### src/rtl/evt_irq_pkg.sv
package evt_irq_pkg;
  localparam int unsigned EVT_COUNT = 3;
  localparam int unsigned VEC_W = (EVT_COUNT > 1) ? $clog2(EVT_COUNT) : 1;

  typedef struct packed {
    logic [EVT_COUNT-1:0] flagClr;
    logic                 maskLoad;
  } evt_strobe_t;
endpackage

### src/rtl/evt_irq_control.sv
module evt_irq_control
  import evt_irq_pkg::*;
(
  input  logic                 clk,
  input  logic                 rstN,
  input  logic                 wrEn,
  input  logic                 wrSel,
  input  logic [EVT_COUNT-1:0] wrData,
  input  logic                 ackValid,
  input  logic [VEC_W-1:0]     ackIdx,
  input  logic                 globalEn,
  input  logic [EVT_COUNT-1:0] pendVec,
  output evt_strobe_t          strb,
  output logic                 irqReq,
  output logic [VEC_W-1:0]     irqIdx
);
  logic [EVT_COUNT-1:0] ackOneHot;
  logic                 found;

  always_comb begin
    ackOneHot = '0;
    for (int i = 0; i < EVT_COUNT; i++) begin
      if (ackValid && (ackIdx == VEC_W'(i))) ackOneHot[i] = 1'b1;
    end
    strb.flagClr  = ((wrEn && !wrSel) ? wrData : '0) | ackOneHot;
    strb.maskLoad = wrEn && wrSel;
  end

  always_comb begin
    irqIdx = '0;
    found  = 1'b0;
    for (int i = 0; i < EVT_COUNT; i++) begin
      if (!found && pendVec[i]) begin
        irqIdx = VEC_W'(i);
        found  = 1'b1;
      end
    end
  end

  assign irqReq = globalEn && found;


  priority_order_chk: assert property (@(posedge clk) disable iff (!rstN)
    irqReq |-> (pendVec[irqIdx] &&
               ((pendVec & ((EVT_COUNT'(1) << irqIdx) - EVT_COUNT'(1))) == '0)));


  gated_request_chk: assert property (@(posedge clk) disable iff (!rstN)
    irqReq |-> (globalEn && (pendVec != '0)));
endmodule

### src/rtl/evt_irq_datapath.sv
module evt_irq_datapath
  import evt_irq_pkg::*;
(
  input  logic                 clk,
  input  logic                 rstN,
  input  logic [EVT_COUNT-1:0] evtPulse,
  input  logic [EVT_COUNT-1:0] wrData,
  input  evt_strobe_t          strb,
  output logic [EVT_COUNT-1:0] flagQ,
  output logic [EVT_COUNT-1:0] pendVec
);
  logic [EVT_COUNT-1:0] maskQ;

  always_ff @(posedge clk) begin
    if (!rstN) begin
      flagQ <= '0;
      maskQ <= '0;
    end else begin
      flagQ <= (flagQ & ~strb.flagClr) | evtPulse;
      if (strb.maskLoad) maskQ <= wrData;
    end
  end

  assign pendVec = flagQ & maskQ;


  mask_load_chk: assert property (@(posedge clk) disable iff (!rstN)
    strb.maskLoad |=> (maskQ == $past(wrData)));

  for (genvar b = 0; b < EVT_COUNT; b++) begin : g_flagChk

    set_wins_chk: assert property (@(posedge clk) disable iff (!rstN)
      evtPulse[b] |=> flagQ[b]);

    clear_chk: assert property (@(posedge clk) disable iff (!rstN)
      (strb.flagClr[b] && !evtPulse[b]) |=> !flagQ[b]);

    hold_chk: assert property (@(posedge clk) disable iff (!rstN)
      (!strb.flagClr[b] && !evtPulse[b]) |=> (flagQ[b] == $past(flagQ[b])));
  end
endmodule

### src/rtl/timer_irq_flags.sv
module timer_irq_flags
  import evt_irq_pkg::*;
(
  input  logic                 clk,
  input  logic                 rstN,
  input  logic [EVT_COUNT-1:0] evtPulse,
  input  logic                 wrEn,
  input  logic                 wrSel,
  input  logic [EVT_COUNT-1:0] wrData,
  input  logic                 globalEn,
  input  logic                 ackValid,
  input  logic [VEC_W-1:0]     ackIdx,
  output logic [EVT_COUNT-1:0] flagsOut,
  output logic                 irqReq,
  output logic [VEC_W-1:0]     irqIdx
);
  evt_strobe_t          strb;
  logic [EVT_COUNT-1:0] pendVec;

  evt_irq_control u_control (
    .clk(clk), .rstN(rstN), .wrEn(wrEn), .wrSel(wrSel), .wrData(wrData),
    .ackValid(ackValid), .ackIdx(ackIdx), .globalEn(globalEn),
    .pendVec(pendVec), .strb(strb), .irqReq(irqReq), .irqIdx(irqIdx)
  );

  evt_irq_datapath u_datapath (
    .clk(clk), .rstN(rstN), .evtPulse(evtPulse), .wrData(wrData),
    .strb(strb), .flagQ(flagsOut), .pendVec(pendVec)
  );
endmodule

### config.mk
export PLATFORM = sky130hd
export DESIGN_NAME = timer_irq_flags
export DESIGN_NICKNAME = d
export VERILOG_FILES = /design/src/rtl/evt_irq_pkg.sv /design/src/rtl/evt_irq_control.sv /design/src/rtl/evt_irq_datapath.sv /design/src/rtl/timer_irq_flags.sv
export SDC_FILE = /design/constraint.sdc
export NUM_CORES = 1
export LEC_CHECK = 0
export CORE_AREA = 2 2 39 41
export DETAILED_ROUTE_END_ITERATION = 7
export DIE_AREA = 0 0 41 43
export PLACE_DENSITY = 0.53
export SLEW_MARGIN = 5
export SYNTH_ARGS = -nofsm -noshare
export SYNTH_HDL_FRONTEND = slang
export SYNTH_SLANG_ARGS = --single-unit
### constraint.sdc
create_clock -name clk -period 2.3 [get_ports clk]
set_input_delay 0.575 -clock clk [delete_from_list [all_inputs] [get_ports clk]]
set_output_delay 0.575 -clock clk [all_outputs]
set_load 0.02 [all_outputs]
* Word-level counts from Yosys, hierarchy flattened
Cells that the tools add are included.
Word-level totals: logic and storage cells 30, bits in registers 6, bits of input ports 14, output and inout bits 6
Operators by class: reductions and logical operators 12, bitwise operators 5, equality and inequality tests 2, mux-type cells 9
Operators by type and width (count):
- $logic_and 1x1->1 | 8
- $mux 1 | 7
- $and 3x3->3 | 2
- $or 3x3->3 | 2
- $logic_not 1->1 | 3
- $mux 3 | 1
- $not 3->3 | 1
- $eq 2x1->1 const B | 1
- $eq 2x2->1 const B | 1
- $logic_not 2->1 | 1
- $mux 2 | 1

* Longest topological paths before layout
Gate-level depths: netlist of the first run.
word-level depth 9, gate-level depth with buffers 3, gate-level depth less buffers 3

* Modules after synthesis
Synthesis of the first run repeated with hierarchy kept, for this count alone.
Unflattened totals: cell total of the unflattened synthesis 31, area, all modules 310.3 um^2
By module, submodules not included:
- evt_irq_datapath | area an instance 229.0 um^2, instances 1, cells an instance 21, sequential area each 120.1 um^2
- evt_irq_control | area an instance 81.3 um^2, instances 1, cells an instance 10, sequential area each 0.0 um^2

* Worst setup path after synthesis of the first run
OpenSTA, ideal clock, no wires.
path type reg2out, start point register u_datapath.flagQ[0], end point output irqReq, data arrival time 974 ps, stages on the path, launching flop included 3, path buffers 0, required time 1725 ps, slack 751 ps, cell sequence dfxtp_1 -> nand2_1 -> a31oi_1
On the way: word-level cells in the longest chain between the ends 9
Ends and longest elaborated chain:
- start: declaration | line evt_irq_datapath.sv:9 | output logic [EVT_COUNT-1:0] flagQ,
- start signal: assignment | line evt_irq_datapath.sv:19 | flagQ <= (flagQ & ~strb.flagClr) | evtPulse;
- $and 3x3->3 * | line evt_irq_datapath.sv:24 | assign pendVec = flagQ & maskQ;
- $mux 1 * | line evt_irq_control.sv:33 | if (!found && pendVec[i]) begin
- $logic_not 1->1 | line evt_irq_control.sv:33
- $logic_and 1x1->1 | line evt_irq_control.sv:33
- $mux 1 * | line evt_irq_control.sv:33
- $logic_not 1->1 | line evt_irq_control.sv:33
- $logic_and 1x1->1 | line evt_irq_control.sv:33
- $mux 1 * | line evt_irq_control.sv:33
- $logic_and 1x1->1 * | line evt_irq_control.sv:40 | assign irqReq = globalEn && found;
- end: declaration | line timer_irq_flags.sv:14 | output logic irqReq,
Every way passes the cells marked *; elsewhere a longest branch is shown, timed or not.

* Worst setup path in the final report of the first run
start point input globalEn, end point output irqReq
On the way: word-level cells in the longest chain between the ends 1
Ends and longest elaborated chain:
- start: declaration | line timer_irq_flags.sv:10 | input logic globalEn,
- $logic_and 1x1->1 | line evt_irq_control.sv:40
No other way between the ends.

==> results.py, run 1 <==
metrics = {
    "setup_path": {
        "startpoint": "globalEn",
        "critPathArrivalTime_ns": 1.53,
        "worstPathRequired_ns": 1.73,
        "setup.worst_path.start_class": "input pin",
        "crit_type": "in2out",
        "end_kind": "output pin",
        "crit_fanout": 1,
        "r2r_start": "u_datapath.flagQ[0]",
    },
    "synthesis": {
        "synth_nets": 50,
        "yosysMostFrequentCell": "nand2_1",
        "async_flop_share_pct": 0,
        "synth_ff_type": "dfxtp_1",
        "yosysTopAreaCell": "dfxtp_1",
        "synth_area_um2": 291.5,
        "synth_cell_types": 14,
        "syn_area_per_cell_um2": 8.098,
        "synth_seq_cells": 6,
        "ys_seq_area_share_pct": 41.20,
        "synth_top_area_share_pct": 41.20,
        "syn_inst": 36,
        "ys_warn_count": 0,
        "synthTopCellsByArea": "dfxtp_1 41%, nand2_1 10%, nand3b_1 10%",
        "synth.top_cells.by_count": "8 x nand2_1, 6 x dfxtp_1, 4 x nand3b_1",
        "synth_edf_count": 0,
    },
    "timing": {
        "relSlewSlack_pct": 84.45,
        "period_needed_ns": 2.104,
        "rsz0062_at_grt": "no",
        "setup_viol": 0,
        "max_freq_mhz": 475.3,
        "period_share_pct": 91.48,
        "slew_violations": 0,
        "worstMarginPinSlew_ns": 0.2325,
        "finClkSkew_ns": 0,
        "final.setup.tns_ns": 0,
        "hold_viol": 0,
    },
    "placement": {
        "gp_congestion": 0.6023,
        "portBuffers": 19,
        "dp.final_hpwl_um": 590.5,
        "placed_area_um2": 501.7,
    },
    "layout": {
        "design_area_um2": 523.0,
        "regArea_um2": 120.1,
        "fill_cells": 149,
        "area_growth_pct": 79.40,
        "fin_util_pct": 37.79,
        "drive_gt1_share_pct": 5.172,
        "nNetsFinal": 74,
        "multi_input_area_um2": 163.9,
        "n_antenna_cell": 0,
    },
    "die": {
        "fp.dieArea_mm2": 0.001763,
        "floorplan.core_area_mm2": 0.001384,
        "top_level_ports": 20,
        "die_h_um": 43,
        "start_util_pct": 21.07,
        "fp.dieW_um": 41,
        "row_count": 14,
    },
    "drt": {
        "drtIter0Drc": 4,
        "post_drt_wl_per_cell_um": 9.892,
        "ant_nets": 0,
        "firstDrtPassIters": 4,
        "post-route-drc-count": 0,
        "wirelength_um": 732,
        "num_vias": 324,
        "via_per_inst": 4.378,
    },
    "global_routing": {
        "grt.total_usage_pct": 9.648,
        "grt_pass1_vias": 268,
        "gr-total-overflow": 0,
        "grt_max_degree": 8,
        "antenna_found_initial": 0,
        "grt_pass1_wl_um": 1104,
    },
    "power_and_ir_drop": {
        "switchingPower_mw": 0.06118,
        "cellLeakagePower_nw": 0.2026,
        "power_frac_clock_pct": 34.5,
        "peakVddDrop_v": 0.0001509,
        "seqPwrFrac_pct": 43.3,
        "switching_share_pct": 22.92,
        "combPwrFrac_pct": 22.2,
        "p_int_mw": 0.2057,
        "power.density_mw_per_mm2": 510.3,
    },
    "clock_network": {
        "clk_path_buf_depth": 2,
        "clk_latency_ns": 0.24,
        "clockRootBuffer": "clkbuf_4",
        "cts.sinks": 6,
        "ctsHtreeMaxLevel": 1,
        "cts_tree": "built",
        "cts_setup_buffers": 0,
        "clk_pin_slew_ns": 0.04,
        "cts_buffers": 3,
    },
    "status": {
        "status": "completed",
    },
    "worst_hold_path": {
        "hold_path_class": "reg2reg",
        "worstHoldStart": "u_datapath.maskQ[1]",
    },
    "flow_run": {
        "cap_violations": 0,
    },
}
worst max-delay path, cell delays in order:
cell and delay, ns:
clkdlybuf4s50_1 0.45, inv_1 0.03, a31oi_1 0.12, dlygate4sd2_1 0.34
state kept, by name, indices dropped and copies added (netlist names):
register / cells
u_datapath.flagQ: 3
u_datapath.maskQ: 3
power groups by stage:
stage	clock network [mW]	logic (mW)	registers, mW
detailed placement	0	0.0600	0.117
CTS	0.0970	0.0600	0.116
global placement	0	0.0601	0.117
global route	0.105	0.0647	0.116
floorplan	0	0.0157	0.121
finish	0.0920	0.0592	0.116
timing repair:
action / 4_1_cts / 5_1_grt
gates resized for setup: 1 / 0
hold buffers: 0 / 0
setup endpoints to repair: 1 / 0
path summary, 6_finish.rpt:
check / to / slack, ns / cells after the start
worst max-delay path: irqReq / 0.20 / 4
worst min-delay path: u_datapath.maskQ[1] / 0.46 / 2
worst max register to register: u_datapath.flagQ[0] / 1.57 / 2
worst min register to register: u_datapath.maskQ[1] / 0.46 / 2
per-layer routing:
layer,track usage (%),share of wire (%),vias to the layer above
li1,-,-,174
met1,11.29,45,137
met2,13.44,45,11
met3,4.712,7.7,2
met4,6.000,1.2,0
met5,0,0,-
stage by stage:
step           total power [mW]  hold WS [ns]  instances  setup slack, ns
2_1_floorplan            0.1368        0.4437         36           0.7506
3_3_place_gp             0.1776        0.4583         71         -0.07374
3_5_place_dp             0.1775        0.4567         71         -0.08163
4_1_cts                  0.2726        0.4627         74           0.1908
5_1_grt                  0.2856        0.4903         74           0.1395
6_report                 0.2669        0.4579         74           0.1958
final cells by class:
type                    instances  share of cell area, %
multi-input cells              28                  31.34
flip-flops and latches          6                  22.97
clock buffers                   3                  4.306
repair buffers                 19                  36.12
well taps                      16                  3.828
inverters                       2                  1.435
logic make-up after synthesis:
| kind of cell | after synthesis | synth area share, % |
|---|---|---|
| AND/OR/NAND/NOR | 18 | 32.19 |
| flip-flops | 6 | 41.20 |
| AO/OA/AOI/OAI | 10 | 24.04 |
| buffers and inverters | 2 | 2.576 |
cells in the final DEF, fill, tap and decap left out:
master	n
inv_1	2
o21a_1	1
dfxtp_1	6
o311a_1	1
a21oi_1	2
nand3_1	3
and3b_1	1
clkdlybuf4s50_1	18
dlygate4sd2_1	1
o31ai_1	1
nor2_1	1
a31oi_1	2
a21boi_0	3
nand2_1	8
nor2b_1	1
nand3b_1	4
clkbuf_4	3
Power figures use the tool's default switching activity.
==> inputs of run 2 (changes only) <==
--- a/config.mk
+++ b/config.mk
@@ -9,7 +9,7 @@
 export DETAILED_ROUTE_END_ITERATION = 7
 export DIE_AREA = 0 0 41 43
 export PLACE_DENSITY = 0.53
-export SLEW_MARGIN = 5
+export SLEW_MARGIN = 20
 export SYNTH_ARGS = -nofsm -noshare
 export SYNTH_HDL_FRONTEND = slang
 export SYNTH_SLANG_ARGS = --single-unit
==> results of run 2 <==
Same layout as run 1: the final DEF is identical, and so are final timing and power.
==> inputs of run 3 (changes only) <==
--- a/config.mk
+++ b/config.mk
@@ -8,7 +8,7 @@
 export CORE_AREA = 2 2 39 41
 export DETAILED_ROUTE_END_ITERATION = 7
 export DIE_AREA = 0 0 41 43
-export PLACE_DENSITY = 0.53
+export PLACE_DENSITY = 0.58
 export SLEW_MARGIN = 20
 export SYNTH_ARGS = -nofsm -noshare
 export SYNTH_HDL_FRONTEND = slang
==> run 3 against run 2 <==
  * Combinational power about the same
  * Sequential share of layout area unchanged
  * Die area unchanged
  * Critical path type unchanged
  * Critical endpoint unchanged
  * Largest power group unchanged
  * Highest routed layer unchanged
==> results.py, run 3 (synthesis gave the netlist of run 1 again) <==
metrics = {
    "status": {
        "status": "completed",
    },
    "global_routing": {
        "gr-total-overflow": 0,
        "antenna_found_initial": 0,
        "grt_pass1_wl_um": 1124,
        "grt_max_degree": 8,
        "grt.total_usage_pct": 9.639,
        "grt_pass1_vias": 273,
    },
    "layout": {
        "drive_gt1_share_pct": 5.172,
        "fin_util_pct": 37.79,
        "n_antenna_cell": 0,
        "stdcell_count": 74,
        "final_common_cell": "clkdlybuf4s50_1",
        "area_growth_pct": 79.40,
        "final_cell_mix": "18 x clkdlybuf4s50_1, 8 x nand2_1, 6 x dfxtp_1, 4 x nand3b_1",
        "nNetsFinal": 74,
        "reg_top3": "u_datapath.flagQ (3), u_datapath.maskQ (3)",
    },
    "die": {
        "floorplan.core_area_mm2": 0.001384,
        "top_level_ports": 20,
        "die_h_um": 43,
        "fp.dieArea_mm2": 0.001763,
        "start_util_pct": 21.07,
        "fp.dieW_um": 41,
        "row_count": 14,
    },
    "clock_network": {
        "cts.sinks": 6,
        "clockRootBuffer": "clkbuf_4",
        "cts_buffers": 3,
        "cts_tree": "built",
        "ctsHtreeMaxLevel": 1,
        "clk_pin_slew_ns": 0.04,
        "clk_latency_ns": 0.24,
        "clk_path_buf_depth": 2,
        "cts_setup_buffers": 0,
        "cts_hold_buf": 0,
    },
    "setup_path": {
        "crit_chain": "clkdlybuf4s50_1, inv_1, a31oi_1, dlygate4sd2_1",
        "crit_slowest_cell": "clkdlybuf4s50_1",
        "crit_type": "in2out",
        "cp_top_family": "buffers and inverters",
        "max_stage_delay_ns": 0.45,
        "worstPathRequired_ns": 1.73,
        "crit_fanout": 1,
        "cp_num_buf_inv": 3,
        "end_kind": "output pin",
        "critPathArrivalTime_ns": 1.54,
        "r2r_slack_ns": 1.57,
        "setup.worst_path.start_class": "input pin",
    },
    "drt": {
        "via_per_inst": 4.392,
        "post_drt_wl_per_cell_um": 10.35,
        "ant_nets": 0,
        "num_vias": 325,
        "firstDrtPassIters": 3,
        "wirelength_um": 766,
        "post-route-drc-count": 0,
        "drtIter0Drc": 6,
    },
    "power_and_ir_drop": {
        "power_frac_clock_pct": 35.6,
        "cellLeakagePower_nw": 0.2026,
        "combPwrFrac_pct": 21.9,
        "peakVddDrop_v": 0.0002572,
        "p_int_mw": 0.2059,
        "power_mw": 0.2715,
        "switchingPower_mw": 0.06560,
        "seqPwrFrac_pct": 42.5,
        "switching_share_pct": 24.17,
        "power.density_mw_per_mm2": 519.0,
    },
    "placement": {
        "place_inst": 71,
        "dp.final_hpwl_um": 617.8,
        "gp_congestion": 0.6336,
        "portBuffers": 19,
    },
    "timing": {
        "finClkSkew_ns": 0,
        "setup_viol": 0,
        "period_share_pct": 91.78,
        "slew_violations": 0,
        "relSlewSlack_pct": 84.31,
        "rsz0062_at_grt": "no",
        "period_needed_ns": 2.111,
        "hold_viol": 0,
        "worstMarginPinSlew_ns": 0.2345,
        "final.setup.tns_ns": 0,
        "max_freq_mhz": 473.7,
    },
    "flow_run": {
        "cap_violations": 0,
    },
    "worst_hold_path": {
        "hold_path_class": "reg2reg",
    },
}
-- run 3: worst register-to-register path, cell delays in order (launching register included) --
cell and delay, ns:
dfxtp_1 0.34, o311a_1 0.13, o21a_1 0.16
-- run 3: power by group through the flow --
| stage | Clock (mW) | Sequential, mW | Combinational [mW] |
|---|---|---|---|
| after floorplan | 0 | 0.121 | 0.0157 |
| after global placement | 0 | 0.117 | 0.0599 |
| after detailed placement | 0 | 0.117 | 0.0600 |
| after CTS | 0.101 | 0.115 | 0.0599 |
| after global routing | 0.110 | 0.116 | 0.0638 |
| final | 0.0967 | 0.115 | 0.0594 |
-- run 3: cell type report --
| type | instances | area, um^2 |
|---|---|---|
| Timing Repair Buffer | 19 | 188.9 |
| Inverter | 2 | 7.507 |
| Multi-Input combinational cell | 28 | 163.9 |
| Tap cell | 16 | 20.02 |
| Clock buffer | 3 | 22.52 |
| Sequential cell | 6 | 120.1 |
| Fill cell | 152 | 860.8 |
-- run 3: stage by stage --
step	area, um^2	hold slack, ns	worst slack [ns]
after detailed placement	501.7	0.4580	-0.08913
final	523.0	0.4615	0.1890
after CTS	523.0	0.4642	0.1845
after global placement	501.7	0.4526	-0.07159
after global routing	523.0	0.4963	0.1171
after floorplan	291.5	0.4437	0.7506
-- run 3: final timing paths --
path,cells past startpoint,start,endpoint
worst max-delay path,4,globalEn,irqReq
worst min register to register,2,u_datapath.maskQ[2],u_datapath.maskQ[2]
worst max register to register,2,u_datapath.flagQ[0],u_datapath.flagQ[0]
worst min-delay path,2,u_datapath.maskQ[2],u_datapath.maskQ[2]
-- run 3: repair_timing --
action / 4_1_cts / 5_1_grt
endpoints found under the hold margin: 0 / 0
gates resized for setup: 1 / 0
endpoints found under the setup margin: 1 / 0
-- run 3: metal layers --
layer | routed length (um) | up-vias | GRT usage, % | share of wire, %
li1 | - | 173 | - | -
met1 | 355 | 136 | 12.54 | 46
met4 | 9 | 0 | 8.000 | 1.2
met3 | 60 | 2 | 1.571 | 7.8
met5 | 0 | - | 0 | 0
met2 | 340 | 14 | 13.13 | 44
